$ cat src/rtl/irq_pkg.sv
package irq_pkg;
  typedef enum logic [1:0] {
    FLT_OFF = 2'b00,
    FLT_F1  = 2'b01,
    FLT_F8  = 2'b10,
    FLT_F32 = 2'b11
  } flt_sel_e;

  localparam int CTRL_EN_BIT   = 0;
  localparam int CTRL_BOTH_BIT = 1;
  localparam int CTRL_RISE_BIT = 2;
  localparam int CTRL_W        = 3;
endpackage

$ cat src/rtl/irq_prescaler.sv
module irq_prescaler #(
  parameter int MID_LOG  = 3,
  parameter int SLOW_LOG = 5
) (
  input  logic clk,
  input  logic rst,
  output logic stb_mid,
  output logic stb_slow
);
  logic [SLOW_LOG-1:0] cnt_q;

  always_ff @(posedge clk) begin
    if (rst) cnt_q <= '0;
    else     cnt_q <= cnt_q + 1'b1;
  end

  assign stb_mid  = &cnt_q[MID_LOG-1:0];
  assign stb_slow = &cnt_q;

  // every slow strobe coincides with a mid strobe
  p_slow_in_mid_r3: assert property (@(posedge clk) disable iff (rst)
    stb_slow |-> stb_mid);
endmodule

$ cat src/rtl/irq_noise_filter.sv
module irq_noise_filter
  import irq_pkg::*;
#(
  parameter int SYNC_STAGES  = 2,
  parameter int FILT_SAMPLES = 3
) (
  input  logic     clk,
  input  logic     rst,
  input  logic     pin_async,
  input  flt_sel_e fsel,
  input  logic     stb_mid,
  input  logic     stb_slow,
  output logic     level_o
);
  localparam int HW = FILT_SAMPLES - 1;

  logic [SYNC_STAGES-1:0] sync_q;
  logic [HW-1:0]          hist_q;
  logic                   lvl_q;
  logic                   s_in;
  logic                   stb;
  logic                   agree;

  assign s_in = sync_q[SYNC_STAGES-1];

  always_comb begin
    case (fsel)
      FLT_F1:  stb = 1'b1;
      FLT_F8:  stb = stb_mid;
      FLT_F32: stb = stb_slow;
      default: stb = 1'b0;
    endcase
  end

  assign agree = s_in ? (&hist_q) : ~(|hist_q);

  always_ff @(posedge clk) begin
    if (rst) begin
      sync_q <= '0;
      hist_q <= '0;
      lvl_q  <= 1'b0;
    end else begin
      sync_q <= {sync_q[SYNC_STAGES-2:0], pin_async};
      if (fsel == FLT_OFF) begin
        hist_q <= {HW{s_in}};
        lvl_q  <= s_in;
      end else if (stb) begin
        hist_q <= {hist_q[HW-2:0], s_in};
        if (agree) lvl_q <= s_in;
      end
    end
  end

  assign level_o = (fsel == FLT_OFF) ? s_in : lvl_q;

  // filtered level moves only on a sampling strobe
  p_lvl_on_strobe_r3: assert property (@(posedge clk) disable iff (rst)
    (fsel != FLT_OFF && !stb) |=> $stable(lvl_q));
endmodule

$ cat src/rtl/irq_edge_flag.sv
module irq_edge_flag (
  input  logic clk,
  input  logic rst,
  input  logic level_i,
  input  logic en,
  input  logic both,
  input  logic rise_pol,
  input  logic mode_flip,
  input  logic clr,
  output logic irq_o
);
  logic prev_q;
  logic rise_ev;
  logic fall_ev;
  logic qual;
  logic hit;

  assign rise_ev = level_i & ~prev_q;
  assign fall_ev = ~level_i & prev_q;

  always_comb begin
    if (both)          qual = rise_ev | fall_ev;
    else if (rise_pol) qual = rise_ev;
    else               qual = fall_ev;
  end

  assign hit = (en & qual) | mode_flip;

  always_ff @(posedge clk) begin
    if (rst) begin
      prev_q <= 1'b0;
      irq_o  <= 1'b0;
    end else begin
      prev_q <= level_i;
      if (hit)      irq_o <= 1'b1;
      else if (clr) irq_o <= 1'b0;
    end
  end

  // flag is sticky without a clear
  p_sticky_r7: assert property (@(posedge clk) disable iff (rst)
    (irq_o && !clr) |=> irq_o);
  // no new request while disabled
  p_no_set_disabled_r5: assert property (@(posedge clk) disable iff (rst)
    (!irq_o && !en) |=> !irq_o);
endmodule

$ cat src/rtl/pin_irq_detect.sv
module pin_irq_detect
  import irq_pkg::*;
#(
  parameter int SYNC_STAGES  = 2,
  parameter int FILT_SAMPLES = 3,
  parameter int MID_LOG      = 3,
  parameter int SLOW_LOG     = 5,
  parameter int DW           = 8
) (
  input  logic              clk,
  input  logic              rst,
  input  logic              pin_async,
  input  logic              cfg_wr,
  input  logic              cfg_sel,
  input  logic [CTRL_W-1:0] cfg_wdata,
  output logic [DW-1:0]     cfg_rdata,
  input  logic              irq_clr,
  output logic              irq_req
);
  logic     en_q, both_q, rise_q;
  flt_sel_e fsel_q;
  logic     stb_mid, stb_slow;
  logic     level;
  logic     ctrl_wr;
  logic     mode_flip;

  assign ctrl_wr   = cfg_wr & ~cfg_sel;
  assign mode_flip = ctrl_wr & en_q & (cfg_wdata[CTRL_BOTH_BIT] != both_q);

  always_ff @(posedge clk) begin
    if (rst) begin
      en_q      <= 1'b0;
      both_q    <= 1'b0;
      rise_q    <= 1'b0;
      fsel_q    <= FLT_OFF;
      cfg_rdata <= '0;
    end else begin
      if (ctrl_wr) begin
        en_q   <= cfg_wdata[CTRL_EN_BIT];
        both_q <= cfg_wdata[CTRL_BOTH_BIT];
        rise_q <= cfg_wdata[CTRL_RISE_BIT];
      end
      if (cfg_wr && cfg_sel) fsel_q <= flt_sel_e'(cfg_wdata[1:0]);
      if (cfg_sel) cfg_rdata <= {{(DW-2){1'b0}}, fsel_q};
      else         cfg_rdata <= {{(DW-3){1'b0}}, rise_q, both_q, en_q};
    end
  end

  irq_prescaler #(.MID_LOG(MID_LOG), .SLOW_LOG(SLOW_LOG)) u_pre (
    .clk(clk), .rst(rst), .stb_mid(stb_mid), .stb_slow(stb_slow)
  );

  irq_noise_filter #(.SYNC_STAGES(SYNC_STAGES), .FILT_SAMPLES(FILT_SAMPLES)) u_filt (
    .clk(clk), .rst(rst), .pin_async(pin_async), .fsel(fsel_q),
    .stb_mid(stb_mid), .stb_slow(stb_slow), .level_o(level)
  );

  irq_edge_flag u_flag (
    .clk(clk), .rst(rst), .level_i(level), .en(en_q), .both(both_q),
    .rise_pol(rise_q), .mode_flip(mode_flip), .clr(irq_clr), .irq_o(irq_req)
  );

  // configuration holds without a write
  p_cfg_hold_r2: assert property (@(posedge clk) disable iff (rst)
    !cfg_wr |=> ($stable(en_q) && $stable(both_q) && $stable(rise_q) && $stable(fsel_q)));
endmodule

$ cat config.mk
export PLATFORM = sky130hd
export DESIGN_NAME = pin_irq_detect
export DESIGN_NICKNAME = d
export VERILOG_FILES = /design/src/rtl/irq_pkg.sv /design/src/rtl/irq_prescaler.sv /design/src/rtl/irq_noise_filter.sv /design/src/rtl/irq_edge_flag.sv /design/src/rtl/pin_irq_detect.sv
export SDC_FILE = /design/constraint.sdc
export NUM_CORES = 1
export LEC_CHECK = 0
export BUFFER_PORTS_ARGS = -buffer_cell sky130_fd_sc_hd__buf_2
export CAP_MARGIN = 20
export CORE_ASPECT_RATIO = 1.2
export CORE_MARGIN = 10
export CORE_UTILIZATION = 55
export CTS_CLUSTER_DIAMETER = 50
export CTS_CLUSTER_SIZE = 24
export DETAILED_ROUTE_END_ITERATION = 16
export MAX_ROUTING_LAYER = met4
export PLACE_DENSITY = 0.88
export SLEW_MARGIN = 20
export SYNTH_ARGS = -nofsm -noshare
export SYNTH_HDL_FRONTEND = slang
export SYNTH_SLANG_ARGS = --single-unit
$ cat constraint.sdc
create_clock -name clk -period 2.6 [get_ports clk]
set_input_delay 0.52 -clock clk [delete_from_list [all_inputs] [get_ports clk]]
set_output_delay 0.52 -clock clk [all_outputs]
set_load 0.01 [all_outputs]
==> metrics.md <==
| Metric | Value |
|---|---|
| Clock slew at reported path FFs | `100 ps` |
| Crit path from | `fsel_q[0]$_SDFFE_PP0P_` |
| Max-Cap Viols | `0` |
| FF+latch count, synth | `20` |
| Clock Sinks | `20` |
| Critical path endpoint category | `register` |
| Worst Skew | `3.96 ps` |
| Syn-to-layout area delta | `6.55%` |
| Inserted Diodes | `0` |
| Gr ovfl total | `0` |
| Setup bufs post-CTS | `0` |
| Reg2reg end | `u_flag.irq_o$_SDFFE_PP0P_` |
| Worst Setup EP | `u_flag.irq_o$_SDFFE_PP0P_` |
| Max-slew violations | `0` |
| Initial antenna violation count | `0` |
| Die X | `58.0 um` |
| CP most frequent cell | `mux2i_1` |
| Syn Inst Count | `95` |
| CTS root buffer | `clkbuf_4` |
| Synthesis Warnings | `0` |
| Drt initial violations | `7` |
| Nets | `120` |
| Rows | `16` |
| Via count | `679` |
| Status | `complete, no violations` |
| Start of the worst register-to-register path | `fsel_q[0]$_SDFFE_PP0P_` |
| Maximum vdd ir drop | `0.461 mV` |
| Drt drc | `0` |
| Fin crit share | `68.0%` |
| Leak Pwr | `0.462 nW` |
| Largest cells by area after synthesis | `dfxtp_1, ha_1, mux2i_1, buf_4, nor2b_1` |
| Peak Freq | `0.566 GHz` |
| Pwr per Cell Area | `555 nW/um^2` |
| Mean routed wirelength per cell | `13.4 um` |
| RSZ-0062 raised after global routing | `false` |
| Setup TNS | `0 ps` |
| CTS tree | `yes` |
| Synth top area share | `41.9%` |
| Place WS | `829 ps` |
| Die height | `65.6 um` |
| Ports | `18` |
| Worst Path Max Fanout | `7` |
| Setup crit start kind | `register` |
| Cts repair resizes | `0` |
| Final hold vios | `0` |
| Vias in the first global route | `690` |
| First-pass GRT wire length | `2900 um` |
| Final worst path period need | `1770 ps` |
| Hold Path Stages | `2` |
| Crit-path slowest cell | `dfxtp_1` |
| Starting Density | `58.2%` |
| Flop-to-flop setup slack | `830 ps` |
| Pin count of the biggest net entering global routing | `24` |
| Worst reg-to-reg path cell count | `7` |
| Crit-path cells | `nor2_2 > mux2i_1 > inv_1 > ha_1 > mux2i_1 > nand3b_1 > a32o_1` |
| Layout cells sized above 1 | `23.8%` |
| Core area | `1640 um^2` |
| Skew-Pair Late Insertion Delay | `300 ps` |
| Worst EP arrival | `1970 ps` |
| Hold_buf cts | `0` |
| Setup violations, final | `0` |
| Post-Route WL | `1650 um` |
| Sequential area share after synthesis | `41.9%` |
| Netlist cell types | `31` |
| Synth Area per Inst | `10.0 um^2` |
| H-Tree Depth | `1` |
| Die area | `3810 um^2` |
| GP Congestion | `0.740` |
| DRT antenna net count | `0` |
| Post-route setup slack | `832 ps` |
| Cts bufs inserted | `3` |
| Input/output buffers | `12` |
| HPWL Detailed | `1330 um` |
| Crit-path max cell delay | `430 ps` |
| Synth Cell Area | `955 um^2` |
| Via-per-instance ratio | `5.52` |
| Drt pass-1 iters | `4` |
| Longest Clk Path Bufs | `2` |
| Kind of critical path | `reg2reg` |
| Min-delay worst type | `in2reg` |
| Total track usage | `9.71%` |
| WP data required | `2800 ps` |
| Most area-hungry cell type in the Yosys netlist | `dfxtp_1` |
-- cell families (layout without fill, tap and decap cells) --
logic type               Yosys count  count (layout)  synth area share, %
XOR/XNOR                           1               1                0.918
AO/OA/AOI/OAI                     13              13                 11.4
multiplexers                       8               8                 10.2
AND/OR/NAND/NOR                   33              33                 19.5
adder cells (fa/ha/maj)            5               5                 6.55
flip-flops                        20              20                 41.9
buffers and inverters             14              20                 9.04
other                              1               5                0.393
-- cells in the mapped netlist --
| master | number |
|---|---|
| nor2_2 | 1 |
| mux2i_1 | 6 |
| nor2_1 | 8 |
| xor2_1 | 1 |
| o211ai_1 | 1 |
| o21ai_2 | 1 |
| mux2_4 | 1 |
| nand3_1 | 4 |
| a32o_1 | 1 |
| dfxtp_1 | 20 |
| a211oi_2 | 1 |
| buf_6 | 1 |
| and4b_1 | 1 |
| mux2i_4 | 1 |
| inv_1 | 4 |
| nor3b_1 | 1 |
| o311ai_2 | 1 |
| o22a_1 | 1 |
| buf_4 | 6 |
| and3_1 | 1 |
| nand2b_4 | 1 |
| conb_1 | 1 |
| ha_1 | 5 |
| a21oi_1 | 4 |
| buf_2 | 3 |
| nand3b_1 | 3 |
| nand2_1 | 6 |
| nor3_2 | 1 |
| o21ai_0 | 2 |
| nor2b_1 | 6 |
| a311oi_2 | 1 |
-- registers in the layout, summed over array words and instances (netlist names) --
signal and cells:
cfg_rdata 3, u_pre.cnt_q 5, en_q 1, rise_q 1
both_q 1, u_flag.irq_o 1, u_filt.hist_q 2, u_flag.prev_q 1
u_filt.lvl_q 1, u_filt.sync_q 2, fsel_q 2
-- how the worst min path moves through the flow --
stage | from | to | slack [ps]
after floorplan | u_pre.cnt_q[0]$_SDFF_PP0_ | u_pre.cnt_q[0]$_SDFF_PP0_ | 400
after global placement | u_filt.sync_q[0]$_SDFF_PP0_ | u_filt.sync_q[1]$_SDFF_PP0_ | 420
after detailed placement | u_pre.cnt_q[0]$_SDFF_PP0_ | u_pre.cnt_q[0]$_SDFF_PP0_ | 430
after CTS | pin_async | u_filt.sync_q[0]$_SDFF_PP0_ | 430
after global routing | pin_async | u_filt.sync_q[0]$_SDFF_PP0_ | 440
final | pin_async | u_filt.sync_q[0]$_SDFF_PP0_ | 420
-- stage by stage --
step                      total power, mW  area (um^2)  hold slack [ps]  utilization (%)  cells
after global placement              0.390          981              417             59.8    119
after detailed placement            0.394          981              428             59.8    119
after global routing                0.588         1020              443             62.0    123
after floorplan                     0.384          970              402                -     99
final                               0.565         1020              424             62.0    123
after CTS                           0.568         1020              430             62.0    123
-- worst max-delay path, delay by kind of cell, from the launching register on --
kind            cells  cell delay (ps)
fa+ha+maj           1              180
buf+inv             1               70
mux                 2              440
simple gates        2              290
compound gates      1              260
flops               1              430
-- cell type report --
type                       instances  area [um^2]
sequential                        20          400
clock buffer                       4         36.3
multi-input combinational         65          483
tap                               18         22.5
inverter                           4         15.0
fill                             159          624
timing repair buffer              12         60.1
-- layout by cell type, fill, tap and decap left out, drive strengths merged --
master and instances:
dfxtp 20, buf 12, nor2 9, mux2i 7, nor2b 6, nand2 6, ha 5, conb 5
inv 4, nand3 4, a21oi 4, clkbuf 4, nand3b 3, o21ai 3, and3 1, nand2b 1
o211ai 1, a32o 1, o22a 1, a211oi 1, mux2 1, and4b 1, o311ai 1, nor3 1
a311oi 1, xor2 1, nor3b 1
-- metal layers --
metal  track usage, %  part of all wire [%]  routed length, um
met5                -                     0                  0
met4             7.06                   3.5                 57
met3            0.962                   2.1                 35
met2             17.9                    56                918
met1             9.01                    39                638
-- power breakdown --
group	switching, mW	total [mW]	leakage [nW]	internal, mW
sequential	0.0113	0.330	0.163	0.319
combinational	0.0301	0.0555	0.277	0.0254
clock	0.0934	0.179	0.0210	0.0855
total	0.135	0.565	0.462	0.430
No activity file was read; power rests on OpenSTA's default activity.
